--- src/rtl/incap_pkg.sv ---
package incap_pkg;
  // Action chosen by the two-stage store in one cycle
  typedef enum logic [2:0] {
    ACT_HOLD,        // nothing enters; head may empty on a read
    ACT_LOAD_HEAD,   // new stamp goes straight to the free head
    ACT_LOAD_TAIL,   // head busy, stamp parks in the tail
    ACT_SHIFT,       // tail moves forward, tail empties
    ACT_SHIFT_FILL,  // tail moves forward, new stamp refills tail
    ACT_DROP         // both full, no read: stamp discarded
  } store_act_e;
endpackage

--- src/rtl/incap_gate.sv ---
module incap_gate #(
  parameter int unsigned CNT_W = 16
) (
  input  logic             evt_i,
  input  logic             evt_en_i,
  input  logic             cap_en_i,
  input  logic [CNT_W-1:0] count_i,
  output logic             take_o,
  output logic [CNT_W-1:0] stamp_o
);
  // Qualify the pulse; the stamp is the count in the event cycle
  always_comb begin
    take_o  = evt_i & evt_en_i & cap_en_i;
    stamp_o = count_i;
  end
endmodule

--- src/rtl/incap_store.sv ---
module incap_store
  import incap_pkg::*;
#(
  parameter int unsigned CNT_W = 16
) (
  input  logic             clk_i,
  input  logic             rst_ni,
  input  logic             take_i,
  input  logic [CNT_W-1:0] stamp_i,
  input  logic             pop_i,
  output logic [CNT_W-1:0] head_o,
  output logic             head_vld_o,
  output logic             ovf_o
);
  logic [CNT_W-1:0] head_q, tail_q;
  logic             head_v_q, tail_v_q;
  logic             head_free;
  store_act_e       act;

  assign head_free = ~head_v_q | pop_i;

  always_comb begin
    act = ACT_HOLD;
    if (head_free) begin
      if (tail_v_q) act = take_i ? ACT_SHIFT_FILL : ACT_SHIFT;
      else if (take_i) act = ACT_LOAD_HEAD;
    end else if (take_i) begin
      act = tail_v_q ? ACT_DROP : ACT_LOAD_TAIL;
    end
  end

  always_ff @(posedge clk_i or negedge rst_ni) begin
    if (!rst_ni) begin
      head_q   <= '0;
      tail_q   <= '0;
      head_v_q <= 1'b0;
      tail_v_q <= 1'b0;
    end else begin
      unique case (act)
        ACT_LOAD_HEAD: begin
          head_q   <= stamp_i;
          head_v_q <= 1'b1;
        end
        ACT_LOAD_TAIL: begin
          tail_q   <= stamp_i;
          tail_v_q <= 1'b1;
        end
        ACT_SHIFT: begin
          head_q   <= tail_q;
          head_v_q <= 1'b1;
          tail_v_q <= 1'b0;
        end
        ACT_SHIFT_FILL: begin
          head_q   <= tail_q;
          head_v_q <= 1'b1;
          tail_q   <= stamp_i;
          tail_v_q <= 1'b1;
        end
        ACT_DROP: ;
        default: if (head_free) head_v_q <= 1'b0;
      endcase
    end
  end

  assign head_o     = head_q;
  assign head_vld_o = head_v_q;
  assign ovf_o      = (act == ACT_DROP);

  // the tail never holds data while the head is empty
  p_tail_needs_head_r6: assert property (@(posedge clk_i) disable iff (!rst_ni)
    tail_v_q |-> head_v_q);
  // an unread head is held while the consumer stalls
  p_head_held_r5: assert property (@(posedge clk_i) disable iff (!rst_ni)
    head_v_q && !pop_i |=> head_v_q && $stable(head_q));
  // a read with a full tail and a new stamp keeps both stages full
  p_read_first_r9: assert property (@(posedge clk_i) disable iff (!rst_ni)
    pop_i && take_i && tail_v_q |=> head_v_q && tail_v_q);
endmodule

--- src/rtl/incap_errflag.sv ---
module incap_errflag (
  input  logic clk_i,
  input  logic rst_ni,
  input  logic set_i,
  input  logic clr_i,
  output logic err_o
);
  logic err_q;

  always_ff @(posedge clk_i or negedge rst_ni) begin
    if (!rst_ni) err_q <= 1'b0;
    else         err_q <= set_i | (err_q & ~clr_i);
  end

  assign err_o = err_q;

  // an overflow is always reported the next cycle
  p_err_on_ovf_r8: assert property (@(posedge clk_i) disable iff (!rst_ni)
    set_i |=> err_q);
  // the flag only leaves the set state through a clear
  p_err_sticky_r10: assert property (@(posedge clk_i) disable iff (!rst_ni)
    err_q && !clr_i |=> err_q);
endmodule

--- src/rtl/incap_channel.sv ---
module incap_channel #(
  parameter int unsigned CNT_W = 16
) (
  input  logic             clk_i,
  input  logic             rst_ni,
  input  logic [CNT_W-1:0] count_i,
  input  logic             evt_i,
  input  logic             evt_en_i,
  input  logic             cap_en_i,
  input  logic             cap_ready_i,
  output logic             cap_valid_o,
  output logic [CNT_W-1:0] cap_data_o,
  output logic             err_o,
  input  logic             err_clr_i
);
  logic             take;
  logic [CNT_W-1:0] stamp;
  logic             pop;
  logic             ovf;
  logic             head_vld;

  assign pop = head_vld & cap_ready_i;

  incap_gate #(.CNT_W(CNT_W)) u_gate (
    .evt_i    (evt_i),
    .evt_en_i (evt_en_i),
    .cap_en_i (cap_en_i),
    .count_i  (count_i),
    .take_o   (take),
    .stamp_o  (stamp)
  );

  incap_store #(.CNT_W(CNT_W)) u_store (
    .clk_i      (clk_i),
    .rst_ni     (rst_ni),
    .take_i     (take),
    .stamp_i    (stamp),
    .pop_i      (pop),
    .head_o     (cap_data_o),
    .head_vld_o (head_vld),
    .ovf_o      (ovf)
  );

  incap_errflag u_err (
    .clk_i  (clk_i),
    .rst_ni (rst_ni),
    .set_i  (ovf),
    .clr_i  (err_clr_i),
    .err_o  (err_o)
  );

  assign cap_valid_o = head_vld;

  // a channel that is not fully enabled stays empty
  p_disabled_idle_r2: assert property (@(posedge clk_i) disable iff (!rst_ni)
    !(evt_en_i && cap_en_i) && !cap_valid_o |=> !cap_valid_o);
  // ready without data and without an event changes nothing
  p_idle_ready_r11: assert property (@(posedge clk_i) disable iff (!rst_ni)
    !cap_valid_o && cap_ready_i && !evt_i |=> !cap_valid_o);
endmodule

--- config.mk ---
export PLATFORM = sky130hd
export DESIGN_NAME = incap_channel
export DESIGN_NICKNAME = d
export VERILOG_FILES = /design/src/rtl/incap_pkg.sv /design/src/rtl/incap_gate.sv /design/src/rtl/incap_store.sv /design/src/rtl/incap_errflag.sv /design/src/rtl/incap_channel.sv
export SDC_FILE = /design/constraint.sdc
export NUM_CORES = 1
export LEC_CHECK = 0
export BUFFER_PORTS_ARGS = -buffer_cell sky130_fd_sc_hd__buf_2
export CAP_MARGIN = 20
export CELL_PAD_IN_SITES_DETAIL_PLACEMENT = 1
export CELL_PAD_IN_SITES_GLOBAL_PLACEMENT = 1
export CORE_MARGIN = 5
export CORE_UTILIZATION = 42
export DETAILED_ROUTE_END_ITERATION = 6
export GPL_TIMING_DRIVEN = 0
export PLACE_DENSITY = 0.84
export SETUP_SLACK_MARGIN = 0.05
export SLEW_MARGIN = 0
export SYNTH_ARGS = -nofsm -noshare
export SYNTH_HDL_FRONTEND = slang
export SYNTH_SLANG_ARGS = --single-unit
--- constraint.sdc ---
create_clock -name clk_i -period 2.25 [get_ports clk_i]
set_clock_uncertainty 0.1 [all_clocks]
set_input_delay 0.1125 -clock clk_i [delete_from_list [all_inputs] [get_ports clk_i]]
set_output_delay 0.1125 -clock clk_i [all_outputs]
set_load 0.005 [all_outputs]
Yosys cells after proc, flatten, opt, wreduce, memory -nomap -nowiden

Cells that the tools add are included.
W data, S select, Z words.

Word-level logic and storage cells: 37
Bits in registers: 35
Output and inout port bits: 18
Input bits: 23

Bitwise logic cells: 9
Reduce and logical (&&, ||, !) cells: 8
Mux-type cells: 10
Equality and inequality tests: 5

Operator list:

| cell                 | number |
|---|---|
| $pmux W16 S2         | 1 |
| $mux W3              | 5 |
| $eq A3 B2 Y1 const B | 2 |
| $eq A3 B3 Y1 const B | 2 |
| $reduce_bool A2 Y1   | 3 |
| $reduce_or A2 Y1     | 3 |
| $and A1 B1 Y1        | 4 |
| $pmux W1 S2          | 2 |
| $eq A3 B1 Y1 const B | 1 |
| $not A1 Y1           | 3 |
| $reduce_or A3 Y1     | 1 |
| $mux W1              | 2 |
| $or A1 B1 Y1         | 2 |
| $reduce_and A2 Y1    | 1 |

Depth between registers and ports, before layout

Word-level depth: 9
Gate-level depth with buffers: 8

By module

Synthesis repeated with hierarchy kept, for this count alone.

Cell total of the unflattened synthesis: 155
Area total of the unflattened synthesis: 1886.8 sq um

Modules (own cells, without submodules):

| module        | cells an instance | seq. area each (sq um) | times used | area an instance (sq um) |
|---|---|---|---|---|
| incap_store   | 134               | 850.8                  | 1          | 1717.9 |
| incap_gate    | 17                | 0.0                    | 1          | 126.4 |
| incap_errflag | 3                 | 25.0                   | 1          | 36.3 |
| incap_channel | 1                 | 0.0                    | 1          | 6.3 |

Worst setup path after synthesis

OpenSTA, ideal clock, no wires.

Path type: flip-flop to flip-flop
From: register u_store.tail_v_q
To: register u_store.tail_q[10]
Clock period less this slack: 1.922 ns
Cell stages (with the launch flop): 6
Library setup time: 0.125 ns
Path slack: 0.328 ns
Data arrival time: 1.696 ns
Cells stage by stage: dfrtp_1 > ha_1 > xor2_1 > a32oi_4 > buf_6 > mux2_4

Word-level cells in the longest chain between the ends: 5

Ends and longest elaborated chain:

| element                                      | RTL line          | RTL |
|---|---|---|
| from (decl)                                  | incap_store.sv:16 | `logic head_v_q, tail_v_q;` |
| from (signal assigned)                       | incap_store.sv:37 | `tail_v_q <= 1'b0;` |
| from (signal assigned)                       | incap_store.sv:46 | `tail_v_q <= 1'b1;` |
| from (signal assigned)                       | incap_store.sv:51 | `tail_v_q <= 1'b0;` |
| $mux W3                                      | incap_store.sv:28 | `act = tail_v_q ? ACT_DROP : ACT_LOAD_TAIL;` |
| $mux W3                                      | incap_store.sv:27 | `end else if (take_i) begin` |
| $mux W3 (*)                                  | incap_store.sv:24 | `if (head_free) begin` |
| $eq A3 B2 Y1 or $eq A3 B3 Y1 (tied branches) | incap_store.sv:39 | `unique case (act)` |
| $reduce_or A2 Y1 (no source line) (*)        | n/a               |  |
| to (signal assigned)                         | incap_store.sv:45 | `tail_q <= stamp_i;` |
| to (signal assigned)                         | incap_store.sv:56 | `tail_q <= stamp_i;` |
| to (decl)                                    | incap_store.sv:15 | `logic [CNT_W-1:0] head_q, tail_q;` |

Every way passes the cells marked *; elsewhere a longest branch is shown, timed or not.
A chain may end at the register's enable or synchronous reset.

Worst setup path in the final report

From: register u_store.tail_v_q
To: register u_store.head_q[10] (netlist: u_store.head_o[10])

Word-level cells in the longest chain between the ends: 6

Ends and longest elaborated chain:

| element                                            | RTL line          | RTL |
|---|---|---|
| $mux W3                                            | incap_store.sv:28 |  |
| $mux W3                                            | incap_store.sv:27 |  |
| $mux W3 (*)                                        | incap_store.sv:24 |  |
| $eq A3 B2 Y1 or $eq A3 B3 Y1 (tied branches)       | incap_store.sv:39 |  |
| $reduce_or A2 Y1 (no source line)                  | n/a               |  |
| $pmux W16 S2 or $reduce_bool A2 Y1 (tied branches) | n/a               |  |
| to (signal assigned)                               | incap_store.sv:41 | `head_q <= stamp_i;` |
| to (signal assigned)                               | incap_store.sv:49 | `head_q <= tail_q;` |
| to (signal assigned)                               | incap_store.sv:54 | `head_q <= tail_q;` |
| to (decl)                                          | incap_store.sv:15 |  |

Marked as above.

==> metrics.cfg <==
[route]
vias=1323
totalWireLength_mm=4.516
routedWlPerCell_um=18.58
ant_nets=0
drtIter0Drc=69
drcViolationCount=0
vias_per_cell=5.444
drt-pass1-iter-count=4

[logic_synthesis]
yosys-top-cells-area=dfrtp_1, a221o_1, mux2_4, nor3b_1, ha_1
synth_edf_count=0
ys_seq_area_share_pct=50.65
synth_top_cell_area_share_pct=50.65
syn_avg_cell_area_um2=13.94
netlist_instances=124
syn_area_um2=1729
ys_types=34
async_flop_share_pct=100.0
yosysWarnings=0
synth_seq_cells=35
synth_top_area_cell=dfrtp_1
ys.flop_type=dfrtp_1
postSynthNetCount=151

[grt]
globalRoute.totalOverflow=0
grt.total_usage_pct=18.29
grt_pass1_wl_mm=7.452
antenna_found_initial=0
grt_max_degree=36
grt_pass1_vias=1504

[clocking]
clk_pin_slew_ns=0.07
cts_tree=done
cts_root_buf=clkbuf_8
cts_sinks=35
clock_latency_ns=0.29
cts_buffers=5
ctsLongestPathBuffers=2
htree_levels=2

[cells_and_area]
fill_cells=412
stdcell_area_um2=2293
final_common_cell=buf_2
antenna_cells=0
layout_common_cells=buf_2, dfrtp_1, dlygate4sd3_1, nor3b_1, a221o_1
area_delta_synth_final_pct=32.63
final_nets=220
drive_above_1_share_pct=41.97

[critical_path]
worst-r2r-cell-count=7
worstPathRequired_ns=2.32
critPathMaxFanout=10
r2r-start=u_store.tail_v_q
worstPathArrival_ns=2.16
r2r_slack_ns=0.15
crit_type=reg -> reg
end_kind=register
timing.rr.end=u_store.head_o[10]
start_kind=register

[floorplanning]
rows=23
die_h_um=74.17
io_pins=41
start_util_pct=43.23
die-area_um2=5500
core_um2=4000
die_x_um=74.17

[pwr]
leakagePower_uw=0.001091
p_int_uw=1910
seq_power_share_pct=38.5
clock_power_share_pct=15.7
p_sw_uw=1003
power.density_nw_per_um2=1270
ir_drop_mv=0.5002
p_comb_share_pct=45.8
switching_share_pct=34.44

[placed_design]
place_area_um2=1992
post-dp-hpwl_mm=3.132
portBuffers=40
gp_congestion=0.8159

[sta]
max_freq_mhz=477.0
rsz0062_at_grt=false
finalHoldViolations=0
relSlewSlack_pct=48.25
fin_crit_sh_pct=93.17
worst_pin_slew_ns=0.7762
setup_violations=0
finalCriticalPeriod_ns=2.096
setup-tns-final_ns=0
maxSlewViolCount=0

[run]
maxCapViolations=0

[status]
run_status=finished, final reports clean

[worst_hold_path]
min-delay-start=cap_ready_i
hold_path.class=in -> reg
hold_depth=4
worstHoldEndpoint=u_store.head_vld_o

## timing repair
item / CTS / global route
setup endpoints to repair: 2 / 19
pin swaps: 0 / 1
cloned: 0 / 0
gates resized for setup: 1 / 1
hold buffers: 18 / 0
setup buffers: 0 / 4
hold endpoints to repair: 52 / 0
## kinds of logic after synthesis
kind of cell             share of synthesized area [%]
buffers and inverters                            4.052
multiplexers                                     12.95
XOR/XNOR                                         1.013
flip-flops                                       50.65
AND/OR/NAND/NOR                                  12.01
AO/OA/AOI/OAI                                    16.43
adder cells (fa/ha/maj)                          2.894
## power groups by stage
stage	registers [uW]	logic (uW)	clock network (uW)
2_1_floorplan	1090	887	0
3_3_place_gp	1100	1190	0
3_5_place_dp	1120	1270	0
4_1_cts	1120	1300	465
5_1_grt	1160	1460	492
6_report	1120	1330	457
## metrics by stage
stage               setup WS (ns)  utilization (%)  total power [uW]  std cells  hold WS, ns
global route              0.05588            57.34              3109        243       0.1576
global placement           0.1112            49.80              2286        214       0.1096
floorplan                  0.3284                -              1978        124      -0.2831
detailed placement        0.02440            49.80              2397        214       0.1337
CTS                       0.05050            56.55              2885        239      0.09376
finish                     0.1536            57.34              2913        243       0.1055
## flip-flops by register name, summed over array words and instances, names as in the netlist
register	flops
u_err.err_o	1
u_store.head_o	16
u_store.head_vld_o	1
u_store.tail_q	16
u_store.tail_v_q	1
## critical path: stages (launching register included)
cell and delay [ns]:
dfrtp_2 0.41, inv_1 0.06, ha_2 0.40, nand2b_1 0.11, o21ai_2 0.18, o22ai_2 0.17
buf_6 0.20, a221o_1 0.35
## metal layers
layer / global-route usage, % / share of wire (%) / vias up
li1: - / - / 612
met3: 4.730 / 5.7 / 7
met5: 0 / 0 / -
met1: 21.46 / 42 / 664
met2: 31.59 / 50 / 40
met4: 7.847 / 2.0 / 0
## synth_stat cells, drive strengths merged (2+ instances only)
cell     n
a21oi    3
a221o   16
buf      6
dfrtp   35
ha       4
inv      5
mux2    16
nand2    2
nand2b   2
nor3b   17
o21ai    3
o22ai    2
xor2     2
## layout make-up
cell class | instances | area (um^2) | share of cell area, %
sequential | 35 | 877.1 | 38.24
clock buffer | 6 | 82.58 | 3.601
buffer | 6 | 51.30 | 2.237
inverter | 5 | 18.77 | 0.8183
clock inverter | 1 | 5.005 | 0.2182
multi-input combinational | 78 | 785.8 | 34.26
timing repair buffer | 62 | 410.4 | 17.89
tap | 50 | 62.56 | 2.728
## worst max-delay path by stage
stage | from | endpoint | depth (start not counted)
after floorplan | u_store.tail_v_q | u_store.tail_q[10] | 5
after global placement | evt_i | u_store.tail_q[14] | 8
after detailed placement | evt_i | u_store.tail_q[6] | 8
after CTS | u_store.tail_v_q | u_store.tail_q[8] | 5
after global routing | u_store.tail_v_q | u_store.head_o[14] | 7
final | u_store.tail_v_q | u_store.head_o[10] | 7
No activity file was read; power rests on OpenSTA's default activity.
